`src/rtl/trans_det_pkg.sv`:
```
package trans_det_pkg;

   // Pair encoding: bit 1 = x1, bit 0 = x2.
   typedef logic [1:0] pair_t;

   localparam pair_t PAIR_REST = 2'b00;
   localparam pair_t PAIR_ARM  = 2'b01;
   localparam pair_t PAIR_FIRE = 2'b11;

   function automatic logic pair_hit(input pair_t cur, input pair_t prev);
      return (cur == PAIR_FIRE) && (prev == PAIR_ARM);
   endfunction

endpackage

```
`src/rtl/trans_det_sampler.sv`:
```
module trans_det_sampler
   import trans_det_pkg::*;
#(
   parameter int STAGES = 2
) (
   input  logic  clk,
   input  logic  rst_n,
   input  pair_t pair_i,
   output pair_t pair_o
);

   pair_t stage_q [STAGES];

   always_ff @(posedge clk or negedge rst_n) begin
      if (!rst_n) begin
         for (int s = 0; s < STAGES; s++) stage_q[s] <= PAIR_REST;
      end else begin
         stage_q[0] <= pair_i;
         for (int s = 1; s < STAGES; s++) stage_q[s] <= stage_q[s-1];
      end
   end

   assign pair_o = stage_q[STAGES-1];

endmodule

```
`src/rtl/trans_det_history.sv`:
```
module trans_det_history
   import trans_det_pkg::*;
(
   input  logic  clk,
   input  logic  rst_n,
   input  pair_t pair_i,
   output pair_t cur_o,
   output pair_t prev_o
);

   pair_t cur_q, prev_q;
   logic  moved;

   assign moved = (pair_i != cur_q);

   always_ff @(posedge clk or negedge rst_n) begin
      if (!rst_n) begin
         cur_q  <= PAIR_REST;
         prev_q <= PAIR_REST;
      end else if (moved) begin
         prev_q <= cur_q;
         cur_q  <= pair_i;
      end
   end

   assign cur_o  = cur_q;
   assign prev_o = prev_q;

endmodule

```
`src/rtl/trans_det_decide.sv`:
```
module trans_det_decide
   import trans_det_pkg::*;
(
   input  pair_t cur_i,
   input  pair_t prev_i,
   output logic  hit_o
);

   assign hit_o = pair_hit(cur_i, prev_i);

endmodule

```
`src/rtl/trans_det_top.sv`:
```
module trans_det_top
   import trans_det_pkg::*;
#(
   parameter int SAMPLE_STAGES = 2,
   parameter bit OUT_REG       = 1'b1
) (
   input  logic clk,
   input  logic rst_n,
   input  logic x1,
   input  logic x2,
   output logic z
);

   localparam int MAX_STAGES = 8;

   if (SAMPLE_STAGES < 0 || SAMPLE_STAGES > MAX_STAGES) begin : g_bad_stages
      $error("trans_det_top: SAMPLE_STAGES out of range");
   end

   pair_t raw_pair, seen_pair, cur_pair, prev_pair;
   logic  hit;

   assign raw_pair = {x1, x2};

   if (SAMPLE_STAGES > 0) begin : g_sample
      trans_det_sampler #(.STAGES(SAMPLE_STAGES)) u_sampler (
         .clk    (clk),
         .rst_n  (rst_n),
         .pair_i (raw_pair),
         .pair_o (seen_pair)
      );
   end else begin : g_direct
      assign seen_pair = raw_pair;
   end

   trans_det_history u_history (
      .clk    (clk),
      .rst_n  (rst_n),
      .pair_i (seen_pair),
      .cur_o  (cur_pair),
      .prev_o (prev_pair)
   );

   trans_det_decide u_decide (
      .cur_i  (cur_pair),
      .prev_i (prev_pair),
      .hit_o  (hit)
   );

   if (OUT_REG) begin : g_out_reg
      logic z_q;
      always_ff @(posedge clk or negedge rst_n) begin
         if (!rst_n) z_q <= 1'b0;
         else        z_q <= hit;
      end
      assign z = z_q;
   end else begin : g_out_comb
      assign z = hit;
   end

endmodule

```
`config.mk`:
```
export PLATFORM = sky130hd
export DESIGN_NAME = trans_det_top
export DESIGN_NICKNAME = d
export VERILOG_FILES = /design/src/rtl/trans_det_pkg.sv /design/src/rtl/trans_det_sampler.sv /design/src/rtl/trans_det_history.sv /design/src/rtl/trans_det_decide.sv /design/src/rtl/trans_det_top.sv
export SDC_FILE = /design/constraint.sdc
export NUM_CORES = 1
export LEC_CHECK = 0
export BUFFER_PORTS_ARGS = -buffer_cell sky130_fd_sc_hd__clkbuf_2
export CAP_MARGIN = 20
export CORE_AREA = 2 2 39 41
export CTS_BUF_LIST = sky130_fd_sc_hd__clkbuf_4 sky130_fd_sc_hd__clkbuf_8
export DETAILED_ROUTE_END_ITERATION = 16
export DIE_AREA = 0 0 41 43
export HOLD_SLACK_MARGIN = 0.02
export PLACE_DENSITY_LB_ADDON = 0.15
export SETUP_SLACK_MARGIN = 0.5
export SLEW_MARGIN = 20
export SYNTH_ARGS = -nofsm -noshare
export SYNTH_HDL_FRONTEND = slang
export SYNTH_SLANG_ARGS = --single-unit
```
`constraint.sdc`:
```
create_clock -name clk -period 2.8 [get_ports clk]
set_input_delay 0.28 -clock clk [delete_from_list [all_inputs] [get_ports clk]]
set_output_delay 0.28 -clock clk [all_outputs]
set_load 0.02 [all_outputs]
```
==> After elaboration in Yosys (flattened, before gate mapping) <==
Index checks and enable logic that the tools add are counted.
{ "word_totals": {"ff_bits": 9, "input_bits": 4, "output_inout_bits": 1, "word_cells": 9} }
{ "op_classes": {"eq_ne": 3, "reduce_logical": 1} }
{ "op_table": {"columns": ["cell", "count"], "rows": [
  ["equality test 2 x 1 -> 1 bit (second input constant)", 1],
  ["equality test 2 bit (second input constant)", 1],
  ["!= test 2 bit", 1],
  ["logical AND 1 bit", 1]
]} }

==> Depth between registers and ports, before layout <==
Gate-level depths: netlist of run 1.
{ "logic_depth": {"depth_word": 2, "ltp_mapped": 3, "mapped_depth_nobuf": 3} }

==> Cells and area by module <==
A second synthesis of run 1 with hierarchy kept.
{ "unflattened": {"cells_unflattened": 24, "hier_area_um2": 322.8} }
{ "by_module_without_submodules": {"columns": ["mod", "instances", "cells_per_inst", "area_per_inst_um2"], "rows": [
  ["trans_det_history", 1, 16, 172.7],
  ["trans_det_sampler", 1, 6, 115.1],
  ["trans_det_top", 1, 1, 25.0],
  ["trans_det_decide", 1, 1, 10.0]
]} }

==> Least setup slack after synthesis of run 1 <==
OpenSTA, ideal clock, no wires.
{ "synth_timing": {"path_type": "register to register", "startpoint": "reg g_sample.u_sampler.stage_q (netlist bit g_sample.u_sampler.pair_o[1])", "endpoint": "reg u_history.prev_q[0], in the netlist u_history.prev_o[0]", "arrival_ps": 807, "required_time_ps": 2671, "setup_slack_ps": 1863, "stages_incl_launch_ff": 4, "n_path_buf": 0, "period_less_slack_ps": 937, "cell_sequence": "dfrtp_1 xor2_1 o31ai_1 o21ai_1"} }
{ "synth_via": {"elab_chain_len": 1} }
{ "synth_lines": {"columns": ["element", "line", "text"], "rows": [
  ["from (decl)", "trans_det_sampler.sv:12", "pair_t stage_q [STAGES];"],
  ["!= test 2 bit", "trans_det_history.sv:14", "assign moved = (pair_i != cur_q);"],
  ["to (signal assigned)", "trans_det_history.sv:21", "prev_q <= cur_q;"],
  ["to (decl)", "trans_det_history.sv:11", "pair_t cur_q, prev_q;"]
]} }
Every way passes these cells.
A chain may end at the register's enable or synchronous reset.

==> Worst setup path in the final report of run 1 <==
{ "layout_timing": {"startpoint": "reg g_out_reg.z_q, in the netlist z", "endpoint": "out z"} }
{ "layout_lines": {"columns": ["element", "line", "text"], "rows": [
  ["from (decl)", "trans_det_top.sv:51", "logic z_q;"],
  ["from (signal assigned)", "trans_det_top.sv:54", "else z_q <= hit;"],
  ["to (decl)", "trans_det_top.sv:11", "output logic z"]
]} }
No word-level cell between the ends.

==> impl_metrics.tcl, run 1 <==
set metrics [dict create \
    final_layout_size_suffix_gt1_share_pct 34.48 \
    critical_path_required_ns 2.52 \
    die-width_um 41 \
    total_leakage_power_nw 0.1810 \
    synth.distinct_cells 10 \
    synth_seq_cells 9 \
    grtUsageMet2_pct 8.438 \
    floorplan.die_area_um2 1763 \
    placement.io_buffers 4 \
    largest_area_contributor_in_the_synthesized_netlist "dfrtp_1" \
    worstSetupEndpointType "primary output" \
    setup_viol_count_final 0 \
    crit_path_cell_trace "clkbuf_2" \
    syn_area_per_cell_um2 13.99 \
    core_region_area_um2 1384 \
    cts-hold-fix-buffers 1 \
    max-cap-violations 0 \
    skew_ns 0.005341 \
    fin_hold_ws_ns 0.1242 \
    use_met3_pct 4.712 \
    part_of_the_total_power_dissipated_in_combinational_logic_pct 6.6 \
    antenna_found_initial 0 \
    layout_net_count 34 \
    rsz0062_at_grt "false" \
    dieHeight_um 43 \
    worst_reg2reg_startpoint "g_sample.u_sampler.pair_o[1]$_DFF_PN0_" \
    cts.clk_slew.worst_paths_ns 0.06 \
    grt_pass1_wl_um 710 \
    avgRoutedWirePerCell_um 9.378 \
    hold_start "x2" \
    worst-setup-path-type "flip-flop to primary output" \
    clock_network_fraction_of_total_power_pct 40.0 \
    clk-insertion-delay-late_ns 0.26 \
    slew-limit-headroom_pct 84.48 \
    fp_rows 14 \
    worst_pin_slew_ns 0.2327 \
    clock_root_buffer "clkbuf_4" \
    route.detailed.vias_per_inst 3.822 \
    setup_slack_ns 1.757 \
    nFillCells 145 \
    global_route.peak_usage_layer "met4" \
    number_of_placed_instances_with_taps_included 40 \
    maxSlewViolCount 0 \
    drt_iter0_drc 0 \
    timing.critical_path.slowest_stage_cell "dfrtp_1" \
    reg2reg_setup_slack_ns 1.79 \
    crit-reg2reg-capture "u_history.prev_o[0]$_DFFE_PN0P_" \
    numCtsBuffers 3 \
    power_switching_mw 0.05756 \
    cp_max_fo 1 \
    power.internal_mw 0.2111 \
    ioPinCount 5 \
    netlist.area_leader.share_pct 73.17 \
    postCtsSetupRepairBufs 0 \
    tritoncts "built" \
    drc 0 \
    totalNegativeSetupSlack_ns 0 \
    drt_pre_antenna_iters 1 \
    gpl.final_weighted_congestion 0.5907 \
    globalRouteOverflowTotal 0 \
    synth_fp_nets 26 \
    grt_pass1_vias 176 \
    postCtsResizedCells 0 \
    syn-instance-count 22 \
    power.share.switching_pct 21.42 \
    hold_depth 1 \
    post_synth_instance_area_um2 307.8 \
    cts.path.max_buffers 2 \
    wl_um 422 \
    worstPathBufferInverterCount 1 \
    r2r.worst_path.cells 3 \
    yosysWarnings 0 \
    htree_num_levels 1 \
    outcome "finished clean" \
    design_power_total_mw 0.2687 \
    area_delta_synth_final_pct 23.58 \
    grt.met1_usage_pct 6.689 \
    hold_viol_final 0 \
    dp_slack_ns 1.780 \
    cp-start-kind "flip-flop" \
    final_antenna_net_count 0 \
    total_via_count_after_detailed_routing 172 \
    slowest_delay_ns 0.36 \
    non_filler_instances 45 \
    top_area_cells_in_the_synthesized_netlist "dfrtp_1 (73%), xor2_1 (5.7%), a2bb2oi_2 (4.9%)" \
    setup.worst_path.start "z$_DFF_PN0_" \
    min_to "g_sample.u_sampler.stage_q[2]$_DFF_PN0_" \
    track_usage_pct 7.215 \
    critPathTopFamily "flip-flops" \
    worst-endpoint-arrival_ns 0.76 \
    layout_min_cycle_time_ns 1.043 \
    f_max_ghz 0.9583 \
    share_seq_of_total_power_pct 53.4 \
    ys_seq_area_share_pct 73.17 \
    ir_worst_vdd_v 0.0002255 \
    antenna_cells 0 \
    initial_utilization_pct 22.24 \
    maximum_number_of_pins_on_one_net_before_global_route_repair 10 \
    clkSinkCount 9 \
    worst_min_delay_path_class "input pin to flip-flop" \
    powerDensity_nw_per_um2 706.4 \
    dpl_wire_length_um 309.4 \
    fin_crit_sh_pct 37.27 \
]
==> power by group through the flow <==
stage                     clock network, mW  logic, mW  registers [mW]
after floorplan                           0     0.0105           0.146
after global placement                    0     0.0166           0.146
after detailed placement                  0     0.0171           0.146
after CTS                             0.115     0.0182           0.144
after global routing                  0.123     0.0201           0.145
final                                 0.108     0.0177           0.143
==> state kept, by name, summed over array words and instances, names as in the netlist <==
name	count
u_history.prev_o	2
u_history.cur_o	2
z	1
g_sample.u_sampler.pair_o	2
g_sample.u_sampler.stage_q	2
==> synthesized netlist by cell type <==
cell       number
inv_1           2
clkbuf_1        2
o21ai_1         2
dfrtp_1         9
o31ai_1         1
and4_2          1
xor2_1          2
a2bb2oi_2       1
nand2_1         1
nor2_1          1
==> metrics by stage <==
stage,util [%],area [um^2]
finish,27.49,380.4
detailed placement,24.59,340.3
CTS,27.49,380.4
global route,27.49,380.4
floorplan,-,307.8
global placement,24.59,340.3
==> routing by layer <==
metal	routed length [um]	up-vias
met1	185	83
met5	0	-
met3	22	0
met2	213	5
met4	0	0
li1	-	84
==> layout by cell type (no fill, tap or decap) <==
master / count
a2bb2oi_2: 1
and4_2: 1
clkbuf_2: 4
clkbuf_4: 4
dfrtp_1: 9
dlygate4sd3_1: 1
inv_1: 2
nand2_1: 1
nor2_1: 1
o21ai_1: 2
o31ai_1: 1
xor2_1: 2
==> cells by family (layout without fill, tap and decap cells) <==
kind of cell,after synthesis,count (layout),share of synthesized area [%]
AOI/OAI and AO/OA,4,4,10.57
buffers and inverters,4,11,4.880
and+or+nand+nor,3,3,5.689
xor gates and xnor gates,2,2,5.692
DFF,9,9,73.17
==> how the worst max path moves through the flow <==
stage | slack, ns | cells after the start | endpoint
floorplan | 1.86 | 3 | u_history.prev_o[0]$_DFFE_PN0P_
global placement | 1.83 | 3 | u_history.prev_o[0]$_DFFE_PN0P_
detailed placement | 1.78 | 3 | u_history.prev_o[0]$_DFFE_PN0P_
CTS | 1.74 | 1 | z
global route | 1.69 | 3 | u_history.prev_o[0]$_DFFE_PN0P_
finish | 1.76 | 1 | z
==> layout make-up <==
type	instances	area, um^2	share of cell area, %
clock buffers	4	30.03	7.895
inverters	2	7.507	1.974
multi-input cells	9	67.56	17.76
flip-flops and latches	9	225.2	59.21
well taps	16	20.02	5.263
repair buffers	5	30.03	7.895
(Power assumes the default switching activity.)
==> inputs of run 2 (changes only) <==
==> constraint.sdc (replaced) <==
create_clock -name clk -period 0.9 [get_ports clk]
set_input_delay 0.09 -clock clk [delete_from_list [all_inputs] [get_ports clk]]
set_output_delay 0.09 -clock clk [all_outputs]
set_load 0.02 [all_outputs]
==> run 2 against run 1 <==
Against the previous run:
- the run now ends with negative hold slack, negative setup slack left
- highest routed layer unchanged
- final area grew 9.9%
- largest cell class unchanged
- hold slack lost 0.44 ns
- sequential power grew to 3.1 times the previous value
==> impl_metrics.tcl, run 2 (synthesis results as in run 1) <==
set metrics [dict create \
    core_region_area_um2 1384 \
    powerDensity_nw_per_um2 2047 \
    number_of_placed_instances_with_taps_included 42 \
    total_via_count_after_detailed_routing 193 \
    clk-insertion-delay-late_ns 0.25 \
    maxSlewViolCount 0 \
    critical_path_required_ns 1.03 \
    setup_viol_count_final 2 \
    grt.met1_usage_pct 7.000 \
    worstSetupEndpointType "flip-flop" \
    dieHeight_um 43 \
    setup_slack_ns -0.07461 \
    totalNegativeSetupSlack_ns -0.08596 \
    power_switching_mw 0.1837 \
    cts.path.max_buffers 2 \
    worst_pin_slew_ns 0.2309 \
    layout_net_count 37 \
    tritoncts "built" \
    numCtsBuffers 3 \
    slew-limit-headroom_pct 84.61 \
    cts.clk_slew.worst_paths_ns 0.06 \
    htree_num_levels 1 \
    total_leakage_power_nw 0.2017 \
    final_layout_size_suffix_gt1_share_pct 43.75 \
    skew_ns 0.0003365 \
    cp_max_fo 2 \
    power.internal_mw 0.6719 \
    use_met3_pct 4.712 \
    final_antenna_net_count 0 \
    area_delta_synth_final_pct 35.77 \
    worst_min_delay_path_class "input pin to asynchronous set/reset pin" \
    ioPinCount 5 \
    violated_checks "negative hold slack, negative setup slack" \
    globalRouteOverflowTotal 0 \
    gpl.final_weighted_congestion 0.5715 \
    hold_viol_final 11 \
    placement.io_buffers 4 \
    worst-setup-path-type "flip-flop to flip-flop" \
    grtUsageMet2_pct 11.56 \
    wl_um 445 \
    share_seq_of_total_power_pct 52.0 \
    fin_hold_ws_ns -0.3186 \
    floorplan.die_area_um2 1763 \
    die-width_um 41 \
    non_filler_instances 48 \
    fp_rows 14 \
    part_of_the_total_power_dissipated_in_combinational_logic_pct 8.8 \
    drt_pre_antenna_iters 1 \
    layout_common_cells "dfrtp_1 (9), clkbuf_4 (4), clkbuf_2 (3)" \
    avgRoutedWirePerCell_um 9.271 \
    max-cap-violations 0 \
    worst-endpoint-arrival_ns 1.11 \
    mostFrequentLayoutCell "dfrtp_1" \
    dp_slack_ns -0.07799 \
    cp-start-kind "flip-flop" \
    f_max_ghz 1.026 \
    initial_utilization_pct 22.24 \
    drt_iter0_drc 0 \
    grt_pass1_vias 222 \
    multi_input_comb_area_um2 68.82 \
    power.share.switching_pct 21.47 \
    antenna_found_initial 0 \
    clock_network_fraction_of_total_power_pct 39.1 \
    layout_min_cycle_time_ns 0.9746 \
    grt_pass1_wl_um 848 \
    clock_root_buffer "clkbuf_4" \
    antenna_cells 0 \
    clkSinkCount 9 \
    track_usage_pct 8.020 \
    outcome "finished, violations left" \
    route.detailed.vias_per_inst 4.021 \
    dpl_wire_length_um 338.3 \
    rsz0062_at_grt "true" \
    ir_worst_vdd_v 0.0007865 \
    global_route.peak_usage_layer "met2" \
    nFillCells 143 \
    drc 0 \
    regArea_um2 225.2 \
    maximum_number_of_pins_on_one_net_before_global_route_repair 10 \
    fin_crit_sh_pct 108.3 \
]
## run 2: repair_timing
action	in CTS	in global routing
resized for setup	5	0
cloned	0	0
buffers inserted	2	0
setup endpoints to repair	8	8
endpoints found under the hold margin	11	11
pin swaps	3	0
## run 2: cell type report
cell class | count | share of cell area [%]
clock buffers | 4 | 7.186
inverters | 2 | 1.796
multi-input cells | 9 | 16.47
flip-flops and latches | 9 | 53.89
well taps | 16 | 4.790
repair buffers | 8 | 15.87
## run 2: power by group through the flow
stage	logic, mW	registers, mW	clock network (mW)
detailed placement	0.0627	0.453	0
floorplan	0.0327	0.453	0
global route	0.0856	0.448	0.376
finish	0.0756	0.445	0.335
global placement	0.0607	0.451	0
CTS	0.0778	0.445	0.351
## run 2: routing by layer
layer / share of wire, % / wire (um)
met1: 38 / 167
met2: 56 / 248
met3: 6.5 / 29
met4: 0 / 0
met5: 0 / 0
## run 2: through the flow
stage                     hold slack [ns]  utilization, %  instance area, um^2  power [mW]
after floorplan                   -0.2056               -                307.8      0.4856
final                             -0.3186           30.20                417.9      0.8556
after global placement           -0.04652           25.68                355.3      0.5114
after detailed placement         -0.03935           25.68                355.3      0.5153
after global routing              -0.3168           30.20                417.9      0.9099
after CTS                         -0.3209           30.20                417.9      0.8737
## run 2: worst paths after layout
path | start | end | slack (ns) | cells after the start
setup / recovery | g_sample.u_sampler.pair_o[1]$_DFF_PN0_ | u_history.prev_o[0]$_DFFE_PN0P_ | -0.07 | 3
setup reg to reg | g_sample.u_sampler.pair_o[1]$_DFF_PN0_ | u_history.prev_o[0]$_DFFE_PN0P_ | -0.07 | 3
hold / removal | rst_n | z$_DFF_PN0_ | -0.32 | 1
max in group asynchronous | rst_n | u_history.cur_o[1]$_DFFE_PN0P_ | 1.03 | 1
min in group clk | x1 | g_sample.u_sampler.stage_q[3]$_DFF_PN0_ | -0.06 | 1
hold reg to reg | g_sample.u_sampler.stage_q[3]$_DFF_PN0_ | g_sample.u_sampler.pair_o[1]$_DFF_PN0_ | 0.35 | 0
## run 2: critical path, stage by stage (launching register included)
cell     delay, ns
dfrtp_1       0.38
xor2_1        0.18
o31ai_1       0.20
o21ai_1       0.09
==> inputs of run 3 (changes only) <==
--- a/config.mk
+++ b/config.mk
@@ -11,8 +11,10 @@
 export CTS_BUF_LIST = sky130_fd_sc_hd__clkbuf_4 sky130_fd_sc_hd__clkbuf_8
 export DETAILED_ROUTE_END_ITERATION = 16
 export DIE_AREA = 0 0 41 43
+export GPL_ROUTABILITY_DRIVEN = 0
 export HOLD_SLACK_MARGIN = 0.02
 export PLACE_DENSITY_LB_ADDON = 0.15
+export REMOVE_ABC_BUFFERS = 1
 export SETUP_SLACK_MARGIN = 0.5
 export SLEW_MARGIN = 20
 export SYNTH_ARGS = -nofsm -noshare
==> run 3 against run 2 <==
Against the previous run:
- the run still ends with negative hold slack, negative setup slack left
- non-clock buffer count is 1 higher
- final area is 4.8% higher
- global-route usage is 1.1 points lower
- critical endpoint unchanged
- largest power group unchanged
==> impl_metrics.tcl, run 3 (synthesis results as in run 1) <==
set metrics [dict create \
    outcome "finished, violations left" \
    violated_checks "negative hold slack, negative setup slack" \
    reg2reg_setup_slack_ns -0.12 \
    fin_area_um2 437.9 \
    worst-endpoint-arrival_ns 1.15 \
    f_max_ghz 0.9829 \
    final_layout_size_suffix_gt1_share_pct 51.52 \
    drc 0 \
    final_core_util_pct 31.65 \
    setup_slack_ns -0.1174 \
    slowest_delay_ns 0.40 \
    cp_max_fo 2 \
    slew-limit-headroom_pct 84.94 \
    clock_root_buffer "clkbuf_4" \
    crit-reg2reg-capture "u_history.prev_o[0]$_DFFE_PN0P_" \
    dpl_wire_length_um 313.3 \
    maxSlewViolCount 0 \
    worst_pin_slew_ns 0.2259 \
    floorplan.die_area_um2 1763 \
    numCtsBuffers 3 \
    worstSetupEndpointType "flip-flop" \
    dieHeight_um 43 \
    track_usage_pct 6.918 \
    skew_ns 0.0003223 \
    maximum_number_of_pins_on_one_net_before_global_route_repair 10 \
    setup_viol_count_final 3 \
    layout_common_cells "dfrtp_1 (9), clkbuf_4 (4), clkbuf_2 (3), buf_4 (3)" \
    regArea_um2 225.2 \
    fin_hold_ws_ns -0.3194 \
    worst_min_delay_path_class "input pin to asynchronous set/reset pin" \
    rsz0062_at_grt "true" \
    total_leakage_power_nw 0.2087 \
    tritoncts "built" \
    total_via_count_after_detailed_routing 192 \
    globalRouteOverflowTotal 0 \
    cts.path.max_buffers 2 \
    avgRoutedWirePerCell_um 9.000 \
    area_delta_synth_final_pct 42.28 \
    cts.clk_slew.worst_paths_ns 0.06 \
    antenna_found_initial 0 \
    drt_pre_antenna_iters 1 \
    ioPinCount 5 \
    multi_input_comb_area_um2 81.33 \
    powerDensity_nw_per_um2 1971 \
    fp_rows 14 \
    grt_pass1_wl_um 759 \
    layout_min_cycle_time_ns 1.017 \
    grt_pass1_vias 198 \
    mostFrequentLayoutCell "dfrtp_1" \
    r2r.worst_path.cells 3 \
    antenna_cells 0 \
    crit_path_cell_trace "xor2_2, o31ai_2, o21ai_1" \
    max-cap-violations 0 \
    wl_um 441 \
    worst_reg2reg_startpoint "u_history.cur_o[1]$_DFFE_PN0P_" \
    htree_num_levels 1 \
    clk-insertion-delay-late_ns 0.25 \
    hold_viol_final 11 \
    setup.worst_path.start "u_history.cur_o[1]$_DFFE_PN0P_" \
    core_region_area_um2 1384 \
    timing.critical_path.slowest_stage_cell "dfrtp_1" \
    worst-setup-path-type "flip-flop to flip-flop" \
    placed_cell_area_um2 355.3 \
    clkSinkCount 9 \
    ir_worst_vdd_v 0.0008093 \
    layout_net_count 38 \
    route.detailed.vias_per_inst 3.918 \
    design_power_total_mw 0.8631 \
    fin_crit_sh_pct 113.0 \
    cp-start-kind "flip-flop" \
    die-width_um 41 \
    critical_path_required_ns 1.03 \
    final_antenna_net_count 0 \
    placement.io_buffers 4 \
    nFillCells 136 \
    initial_utilization_pct 22.24 \
    drt_iter0_drc 0 \
]
run 3: cell types whose count changed in the layout (fill, tap and decap cells not counted), sizes merged:
cell  delta
buf      +1
run 3: worst max path at each step:
stage / cells after the start / slack [ns] / to
final: 3 / -0.12 / u_history.prev_o[0]$_DFFE_PN0P_
after floorplan: 3 / -0.04 / u_history.prev_o[0]$_DFFE_PN0P_
after global routing: 3 / -0.19 / u_history.prev_o[0]$_DFFE_PN0P_
after detailed placement: 3 / -0.08 / u_history.prev_o[0]$_DFFE_PN0P_
after global placement: 3 / -0.05 / u_history.prev_o[0]$_DFFE_PN0P_
after CTS: 3 / -0.09 / u_history.prev_o[0]$_DFFE_PN0P_
run 3: per-stage QoR:
| stage | TNS (ns) | instances | setup slack, ns | hold WS (ns) |
|---|---|---|---|---|
| after global placement | -0.05867 | 42 | -0.04901 | -0.04694 |
| after global routing | -0.2970 | 49 | -0.1864 | -0.3153 |
| final | -0.1732 | 49 | -0.1174 | -0.3194 |
| after CTS | -0.1350 | 48 | -0.09136 | -0.3215 |
| after floorplan | -0.03637 | 20 | -0.03637 | -0.2056 |
| after detailed placement | -0.1062 | 42 | -0.08192 | -0.04150 |
run 3: report_power, final:
| part | total, mW | leakage [nW] | internal, mW | switching (mW) |
|---|---|---|---|---|
| registers | 0.448 | 0.107 | 0.430 | 0.0178 |
| clock network | 0.329 | 0.0184 | 0.200 | 0.129 |
| logic | 0.0863 | 0.0830 | 0.0494 | 0.0369 |
run 3: worst max-delay path: cells and delay by family, from the launching register on:
kind	cells	cell delay, ns
AO/OA/AOI/OAI	2	0.31
XOR/XNOR	1	0.19
flip-flops	1	0.40
run 3: layout make-up:
class,count,share of cell area [%]
clock buffers,4,6.857
flip-flops and latches,9,51.43
multi-input cells,9,18.57
repair buffers,9,16.86
inverters,2,1.714
well taps,16,4.571
run 3: what timing repair did:
item / CTS / global route
gates resized for setup: 5 / 2
hold endpoints to repair: 11 / 11
setup buffers: 2 / 1
pin swaps: 2 / 4
setup endpoints to repair: 8 / 8
run 3: routing by layer:
metal,GRT usage (%),up-vias,wire [um]
met5,0,-,0
met4,6.000,0,0
met3,3.141,0,29
met2,8.438,5,236
met1,8.725,96,174
li1,-,91,-
